--- src/rtl/seq_pkg.sv ---
package seq_pkg;

  localparam int InstrW   = 22;
  localparam int PcW      = 8;
  localparam int SelW     = 6;
  localparam int MemAddrW = SelW - 1;
  localparam int ImmW     = 12;
  localparam int ShW      = 4;
  localparam int OpLsb    = InstrW - 4;

  typedef enum logic [3:0] {
    OP_JMP  = 4'd0,
    OP_BRN  = 4'd1,
    OP_BRP  = 4'd2,
    OP_BRZ  = 4'd3,
    OP_ST   = 4'd4,
    OP_ADD  = 4'd5,
    OP_SUB  = 4'd6,
    OP_DIV  = 4'd7,
    OP_CORD = 4'd8,
    OP_MUL  = 4'd9,
    OP_SHMR = 4'd10,
    OP_SHL  = 4'd11,
    OP_SHR  = 4'd12,
    OP_STI  = 4'd13,
    OP_SYNC = 4'd14,
    OP_RSV  = 4'd15
  } opcode_e;

  typedef enum logic [2:0] {
    RES_PASS,
    RES_ADD,
    RES_SUB,
    RES_SHL,
    RES_SHR,
    RES_SHM,
    RES_IMM
  } resSel_e;

  typedef struct packed {
    logic    writeDest;
    logic    loadM;
    logic    aFromMem;
    resSel_e resSel;
  } dpCtrl_t;

  function automatic logic readsA(opcode_e op);
    return op inside {OP_BRN, OP_BRP, OP_BRZ, OP_ST, OP_ADD, OP_SUB,
                      OP_MUL, OP_SHL, OP_SHR};
  endfunction

  function automatic logic writesDest(opcode_e op);
    return op inside {OP_ST, OP_ADD, OP_SUB, OP_SHMR, OP_SHL, OP_SHR, OP_STI};
  endfunction

  function automatic resSel_e resultFor(opcode_e op);
    case (op)
      OP_ADD:  return RES_ADD;
      OP_SUB:  return RES_SUB;
      OP_SHL:  return RES_SHL;
      OP_SHR:  return RES_SHR;
      OP_SHMR: return RES_SHM;
      OP_STI:  return RES_IMM;
      default: return RES_PASS;
    endcase
  endfunction

endpackage

--- src/rtl/seq_ctrl.sv ---
module seq_ctrl
  import seq_pkg::*;
(
  input  logic                clk,
  input  logic                rstN,
  input  logic [InstrW-1:0]   instr,
  input  logic                aNeg,
  input  logic                aZero,
  input  logic                syncPulse,
  input  logic                trigDone,
  output logic [PcW-1:0]      pc,
  output logic                memRdEn,
  output logic [MemAddrW-1:0] memRdAddr,
  output logic                trigStart,
  output logic                trigOp,
  output dpCtrl_t             ctl
);

  typedef enum logic [1:0] {ST_EXEC, ST_OPND, ST_TRIG} state_e;

  state_e         state, stateN;
  logic [PcW-1:0] pcN, pcInc, target;
  opcode_e        op;
  logic [SelW-1:0] aSel;
  logic           needMem, isBranch, brTaken, ready;

  assign op       = opcode_e'(instr[InstrW-1:OpLsb]);
  assign aSel     = instr[OpLsb-1:OpLsb-SelW];
  assign target   = instr[PcW-1:0];
  assign pcInc    = pc + PcW'(1);
  assign needMem  = readsA(op) && aSel[SelW-1];
  assign isBranch = op inside {OP_BRN, OP_BRP, OP_BRZ};

  always_comb begin
    case (op)
      OP_BRN:  brTaken = aNeg;
      OP_BRP:  brTaken = !aNeg && !aZero;
      OP_BRZ:  brTaken = aZero;
      default: brTaken = 1'b0;
    endcase
  end

  always_comb begin
    stateN    = state;
    pcN       = pc;
    trigStart = 1'b0;
    memRdEn   = 1'b0;
    ready     = 1'b0;
    case (state)
      ST_EXEC: begin
        if (op == OP_JMP) begin
          pcN = target;
        end else if (op == OP_DIV || op == OP_CORD) begin
          trigStart = 1'b1;
          stateN    = ST_TRIG;
        end else if (op == OP_SYNC) begin
          if (syncPulse) pcN = pcInc;
        end else if (needMem) begin
          memRdEn = 1'b1;
          stateN  = ST_OPND;
        end else begin
          ready = 1'b1;
          pcN   = (isBranch && brTaken) ? target : pcInc;
        end
      end
      ST_OPND: begin
        ready  = 1'b1;
        pcN    = (isBranch && brTaken) ? target : pcInc;
        stateN = ST_EXEC;
      end
      ST_TRIG: begin
        if (trigDone) begin
          pcN    = pcInc;
          stateN = ST_EXEC;
        end
      end
      default: stateN = ST_EXEC;
    endcase
  end

  always_ff @(posedge clk or negedge rstN) begin
    if (!rstN) begin
      state <= ST_EXEC;
      pc    <= '0;
    end else begin
      state <= stateN;
      pc    <= pcN;
    end
  end

  assign memRdAddr     = aSel[MemAddrW-1:0];
  assign trigOp        = (op == OP_CORD);
  assign ctl.writeDest = ready && writesDest(op);
  assign ctl.loadM     = ready && (op == OP_MUL);
  assign ctl.aFromMem  = (state == ST_OPND);
  assign ctl.resSel    = resultFor(op);

  assert_stall_once_R8: assert property (@(posedge clk) disable iff (!rstN)
    memRdEn |=> (!memRdEn && $stable(pc)));

  assert_sync_hold_R9: assert property (@(posedge clk) disable iff (!rstN)
    (state == ST_EXEC && op == OP_SYNC && !syncPulse) |=> $stable(pc));

  assert_trig_pulse_R10: assert property (@(posedge clk) disable iff (!rstN)
    trigStart |=> !trigStart);

  assert_trig_wait_R10: assert property (@(posedge clk) disable iff (!rstN)
    (state == ST_TRIG && !trigDone) |=> $stable(pc));

  assert_jump_target_R2: assert property (@(posedge clk) disable iff (!rstN)
    (state == ST_EXEC && op == OP_JMP) |=> (pc == $past(target)));

endmodule

--- src/rtl/seq_datapath.sv ---
module seq_datapath
  import seq_pkg::*;
#(
  parameter int DataW   = 16,
  parameter int NumRegs = 16
) (
  input  logic                clk,
  input  logic                rstN,
  input  logic [SelW-1:0]     aSel,
  input  logic [SelW-1:0]     bSel,
  input  logic [SelW-1:0]     cSel,
  input  logic [ImmW-1:0]     imm,
  input  logic [ShW-1:0]      shAmt,
  input  dpCtrl_t             ctl,
  input  logic [DataW-1:0]    memRdData,
  output logic                memWrEn,
  output logic [MemAddrW-1:0] memWrAddr,
  output logic [DataW-1:0]    memWrData,
  output logic                aNeg,
  output logic                aZero,
  output logic [3:0]          iterCount
);

  localparam int RegIdxW = $clog2(NumRegs);
  localparam int ProdW   = 2 * DataW;

  logic signed [DataW-1:0] regs [NumRegs];
  logic signed [DataW-1:0] opA, opB, res;
  logic signed [ProdW-1:0] aWide, bWide, mReg, mShifted;
  logic                    regWe;

  assign opA      = ctl.aFromMem ? memRdData : regs[aSel[RegIdxW-1:0]];
  assign opB      = regs[bSel[RegIdxW-1:0]];
  assign aWide    = opA;
  assign bWide    = opB;
  assign mShifted = mReg >>> shAmt;

  always_comb begin
    case (ctl.resSel)
      RES_ADD: res = opA + opB;
      RES_SUB: res = opA - opB;
      RES_SHL: res = opA << shAmt;
      RES_SHR: res = opA >>> shAmt;
      RES_SHM: res = mShifted[DataW-1:0];
      RES_IMM: res = DataW'(imm);
      default: res = opA;
    endcase
  end

  assign regWe     = ctl.writeDest && !cSel[SelW-1];
  assign memWrEn   = ctl.writeDest && cSel[SelW-1];
  assign memWrAddr = cSel[MemAddrW-1:0];
  assign memWrData = res;

  always_ff @(posedge clk or negedge rstN) begin
    if (!rstN) begin
      for (int i = 0; i < NumRegs; i++) regs[i] <= '0;
    end else if (regWe) begin
      regs[cSel[RegIdxW-1:0]] <= res;
    end
  end

  always_ff @(posedge clk or negedge rstN) begin
    if (!rstN)          mReg <= '0;
    else if (ctl.loadM) mReg <= aWide * bWide;
  end

  assign aNeg      = opA[DataW-1];
  assign aZero     = (opA == '0);
  assign iterCount = regs[NumRegs-1][3:0];

  assert_m_hold_R6: assert property (@(posedge clk) disable iff (!rstN)
    !ctl.loadM |=> $stable(mReg));

endmodule

--- src/rtl/seq_core.sv ---
module seq_core
  import seq_pkg::*;
#(
  parameter int DataW   = 16,
  parameter int NumRegs = 16
) (
  input  logic                clk,
  input  logic                rstN,
  output logic [PcW-1:0]      progAddr,
  input  logic [InstrW-1:0]   progData,
  output logic                memRdEn,
  output logic [MemAddrW-1:0] memRdAddr,
  input  logic [DataW-1:0]    memRdData,
  output logic                memWrEn,
  output logic [MemAddrW-1:0] memWrAddr,
  output logic [DataW-1:0]    memWrData,
  input  logic                syncPulse,
  output logic                trigStart,
  output logic                trigOp,
  output logic [3:0]          trigIter,
  input  logic                trigDone
);

  dpCtrl_t ctl;
  logic    aNeg, aZero;

  seq_ctrl u_ctrl (
    .clk       (clk),
    .rstN      (rstN),
    .instr     (progData),
    .aNeg      (aNeg),
    .aZero     (aZero),
    .syncPulse (syncPulse),
    .trigDone  (trigDone),
    .pc        (progAddr),
    .memRdEn   (memRdEn),
    .memRdAddr (memRdAddr),
    .trigStart (trigStart),
    .trigOp    (trigOp),
    .ctl       (ctl)
  );

  seq_datapath #(.DataW(DataW), .NumRegs(NumRegs)) u_dp (
    .clk       (clk),
    .rstN      (rstN),
    .aSel      (progData[17:12]),
    .bSel      (progData[11:6]),
    .cSel      (progData[5:0]),
    .imm       (progData[17:6]),
    .shAmt     (progData[9:6]),
    .ctl       (ctl),
    .memRdData (memRdData),
    .memWrEn   (memWrEn),
    .memWrAddr (memWrAddr),
    .memWrData (memWrData),
    .aNeg      (aNeg),
    .aZero     (aZero),
    .iterCount (trigIter)
  );

endmodule

--- config.mk ---
export PLATFORM = sky130hd
export DESIGN_NAME = seq_core
export DESIGN_NICKNAME = d
export VERILOG_FILES = /design/src/rtl/seq_pkg.sv /design/src/rtl/seq_ctrl.sv /design/src/rtl/seq_datapath.sv /design/src/rtl/seq_core.sv
export SDC_FILE = /design/constraint.sdc
export NUM_CORES = 2
export LEC_CHECK = 0
export BUFFER_PORTS_ARGS = -buffer_cell sky130_fd_sc_hd__buf_2
export CAP_MARGIN = 10
export CORE_ASPECT_RATIO = 1.2
export CORE_MARGIN = 10
export CORE_UTILIZATION = 40
export DETAILED_ROUTE_END_ITERATION = 10
export GPL_TIMING_DRIVEN = 0
export MAX_ROUTING_LAYER = met4
export SLEW_MARGIN = 20
export SYNTH_ARGS = -nofsm -noshare
export SYNTH_HDL_FRONTEND = slang
export SYNTH_SLANG_ARGS = --single-unit
--- constraint.sdc ---
create_clock -name clk -period 6.74 [get_ports clk]
set_input_delay 0.337 -clock clk [delete_from_list [all_inputs] [get_ports clk]]
set_output_delay 0.337 -clock clk [all_outputs]
set_load 0.01 [all_outputs]
==> impl_results.md <==
- Run status: complete, but fails checks
- Failing checks: setup timing
- DRC: 0
- Worst Path Required: 7.21 ns
- Period utilization: 108%
- Async set or reset register ratio after synthesis: 100%
- EDFF count, synth: 0
- YS warnings: 0
- Core ar.: 72,600 um^2
- Max-slew violation count: 0
- Syn Area/Cell: 10.1 um^2
- Total clock buffers created by CTS: 36
- Wire length on met1: 42.5 mm
- Buffers on Ports: 75
- Vias/cell: 6.07
- Post-synthesis sequential area ratio: 25.3%
- Unrepaired setup endpoints after global routing: yes
- Max_cap viols: 0
- Clock sinks: 297
- Worst setup path end: u_dp.mReg[30]$_DFFE_PN0P_
- Routability Congestion: 1.03
- Critical path arrival: 7.75 ns
- Max Clock Skew: 0.0217 ns
- Pre-CTS setup slack: -2.67 ns
- Drt total wl: 114 mm
- Clk buf depth: 3
- Root buffer cell: clkbuf_16
- Die Wd: 267 um
- Fmax: 0.137 GHz
- CP max FO: 8
- CTS tree: done
- Vias in the first global route: 25,400
- Worst R2R Setup Slack: -0.54 ns
- First-pass GRT wire length: 168 mm
- FF-to-FF End: u_dp.mReg[30]$_DFFE_PN0P_
- Met2 wire length: 55.4 mm
- CP startpoint kind: flip-flop
- # rows: 108
- Mapped Area: 29,400 um^2
- Global route overflow: 0
- HP Class: in2reg
- Initial antenna violation count: 5
- Commonest non-fill, non-tap cells in the layout: nand2_1, inv_1, dfrtp_1, fa_1, nor2_1
- Slew @ Worst Pin: 1.18 ns
- DR vias: 24,700
- Initial core utilization: 40.5%
- R2r worst-path depth: 26
- # setup viols final: 13
- Highest metal used: met4
- Drt pass-1 iters: 5
- Drt initial violations: 2,570
- Reg clk slew, reported paths: 0.07 ns
- Hold Path Cell Cnt: 4
- Share of cells above drive strength 1: 25.7%
- Reg-to-Reg Start: u_ctrl.state[1]$_DFFE_PN0P_
- WS Path Type: reg2reg
- FF+latch count, synth: 297
- Most used DFF post-synth: dfrtp_1
- IO Count: 84
- Final worst slack: -0.538 ns
- Die Ht: 317 um
- Syn-to-layout area delta: 17.5%
- Commonest non-fill, non-tap cell in the layout: nand2_1
- Final hold vios: 0
- Wire per inst: 28.0 um
- Synthesized Nets: 3,312
- Die area: 84,800 um^2
- Detailed placement HPWL: 82.9 mm
- Cells after Synth: 2,911
- Largest net degree at the start of global routing: 96
- Met3 WL: 8.62 mm
- H-tree levels: 2
- Critical Path Source: u_ctrl.state[1]$_DFFE_PN0P_
- Skew-Pair Late Insertion Delay: 0.57 ns
- Post-DRT Antenna Nets: 0
- Synth cell types: 97
- GR Util All Layers: 27.8%
- Slew margin rel.: 21.6%
- Final net count: 3,507
- Crit. End Element: flip-flop
- Tmin final: 7.28 ns
## sequential cells by signal (all words and copies together), names as in the netlist
name / cells
u_dp.mReg: 31
u_ctrl.pc: 8
u_dp.iterCount: 4
u_ctrl.state: 2
u_dp.regs: 252
## cell families (layout without fill, tap and decap cells)
group           Yosys count  in the layout  share of synthesized area, %
flops                   297            297                          25.3
simple gates            792            792                          12.1
compound gates          494            494                          11.4
fa+ha+maj               359            359                          21.8
buf+inv                 578            800                          8.41
xor+xnor                 59             59                          1.78
other cells               0              3                             0
mux                     332            332                          19.2
## repair_timing
item,CTS,global route
endpoints found under the setup margin,75,19
gates resized for setup,251,61
endpoints found under the hold margin,51,0
pin swaps,46,47
setup buffers,63,19
gates cloned,4,0
hold buffers,1,0
## worst max-delay path: stages (launching register included)
cell and delay, ns:
dfrtp_1 0.38, inv_2 0.09, ha_4 0.23, nor2b_4 0.08
clkbuf_16 0.18, clkbuf_16 0.18, a221oi_4 0.40, clkbuf_8 0.24
clkbuf_16 0.16, buf_4 0.13, nand2_1 0.07, fa_1 0.54
fa_1 0.57, fa_1 0.43, fa_1 0.54, fa_1 0.45
fa_1 0.51, inv_1 0.08, ha_4 0.30, a21oi_2 0.07
and3_1 0.17, o211ai_1 0.20, nand3_2 0.20, a31oi_4 0.27
o41ai_2 0.09, or4b_1 0.50, o311ai_2 0.09
## how the worst min path moves through the flow
stage,slack (ns),startpoint,end
2_1_floorplan,0.04,rstN,u_ctrl.pc[0]$_DFFE_PN0P_
3_3_place_gp,0.47,u_dp.regs[133]$_DFFE_PN0P_,u_dp.regs[133]$_DFFE_PN0P_
3_5_place_dp,0.29,rstN,u_dp.regs[60]$_DFFE_PN0P_
4_1_cts,0.13,trigDone,u_ctrl.state[0]$_DFFE_PN0P_
5_1_grt,0.18,trigDone,u_ctrl.state[0]$_DFFE_PN0P_
6_report,0.15,trigDone,u_ctrl.state[0]$_DFFE_PN0P_
## cell type report
type / count / area (um^2)
Fill cell: 6690 / 38000
Multi-Input combinational cell: 2036 / 20400
Sequential cell: 297 / 7430
Buffer: 207 / 1660
Inverter: 361 / 1400
Timing Repair Buffer: 167 / 1260
Tap cell: 935 / 1170
Clock buffer: 45 / 1020
Clock inverter: 20 / 219
Antenna cell: 3 / 7.51
## cells in the mapped netlist (all sizes together) (4+ instances only)
cell | instances | area (um^2)
a211oi | 21 | 163
a21o | 22 | 165
a21oi | 54 | 270
a221o | 12 | 121
a221oi | 18 | 158
a311oi | 5 | 61.3
a31oi | 12 | 75.1
a32oi | 15 | 184
and2 | 40 | 250
and3 | 15 | 93.8
buf | 82 | 609
clkbuf | 135 | 507
dfrtp | 297 | 7430
fa | 257 | 5140
ha | 102 | 1280
inv | 360 | 1350
mux2 | 102 | 1150
mux2i | 56 | 564
mux4 | 174 | 3920
nand2 | 374 | 1410
nand2b | 21 | 131
nand3 | 28 | 165
nand3b | 4 | 30.0
nor2 | 186 | 701
nor2b | 45 | 282
nor3 | 42 | 215
nor3b | 7 | 52.6
nor4 | 4 | 37.5
o2111ai | 4 | 35.0
o211ai | 10 | 75.1
o21a | 12 | 90.1
o21ai | 187 | 943
o21bai | 5 | 37.5
o221ai | 5 | 43.8
o22ai | 26 | 163
o311a | 4 | 40.0
o31ai | 38 | 285
o32ai | 5 | 51.3
o41ai | 4 | 42.6
or2 | 4 | 25.0
or3 | 7 | 43.8
or4 | 7 | 56.3
xnor2 | 44 | 393
xor2 | 15 | 131
## per-layer routing
metal,GRT usage [%],up-vias
li1,-,10400
met1,32.4,12700
met2,45.5,1267
met3,4.54,382
met4,15.5,0
met5,-,-
## metrics by stage
stage / std cells / hold slack, ns / TNS [ns] / utilization, % / instance area (um^2)
3_3_place_gp: 3921 / 0.475 / -213.87 / 43.1 / 31300
3_5_place_dp: 3926 / 0.290 / -59.16 / 43.3 / 31400
4_1_cts: 4051 / 0.131 / -3.19 / 47.1 / 34200
5_1_grt: 4070 / 0.181 / -6.26 / 47.6 / 34500
6_report: 4071 / 0.150 / -4.03 / 47.6 / 34500
2_1_floorplan: 2911 / 0.0414 / -0.822 / - / 29700
Power is not shown: default switching activity piles up to over one toggle a cycle in this logic, so the estimate is an artifact.
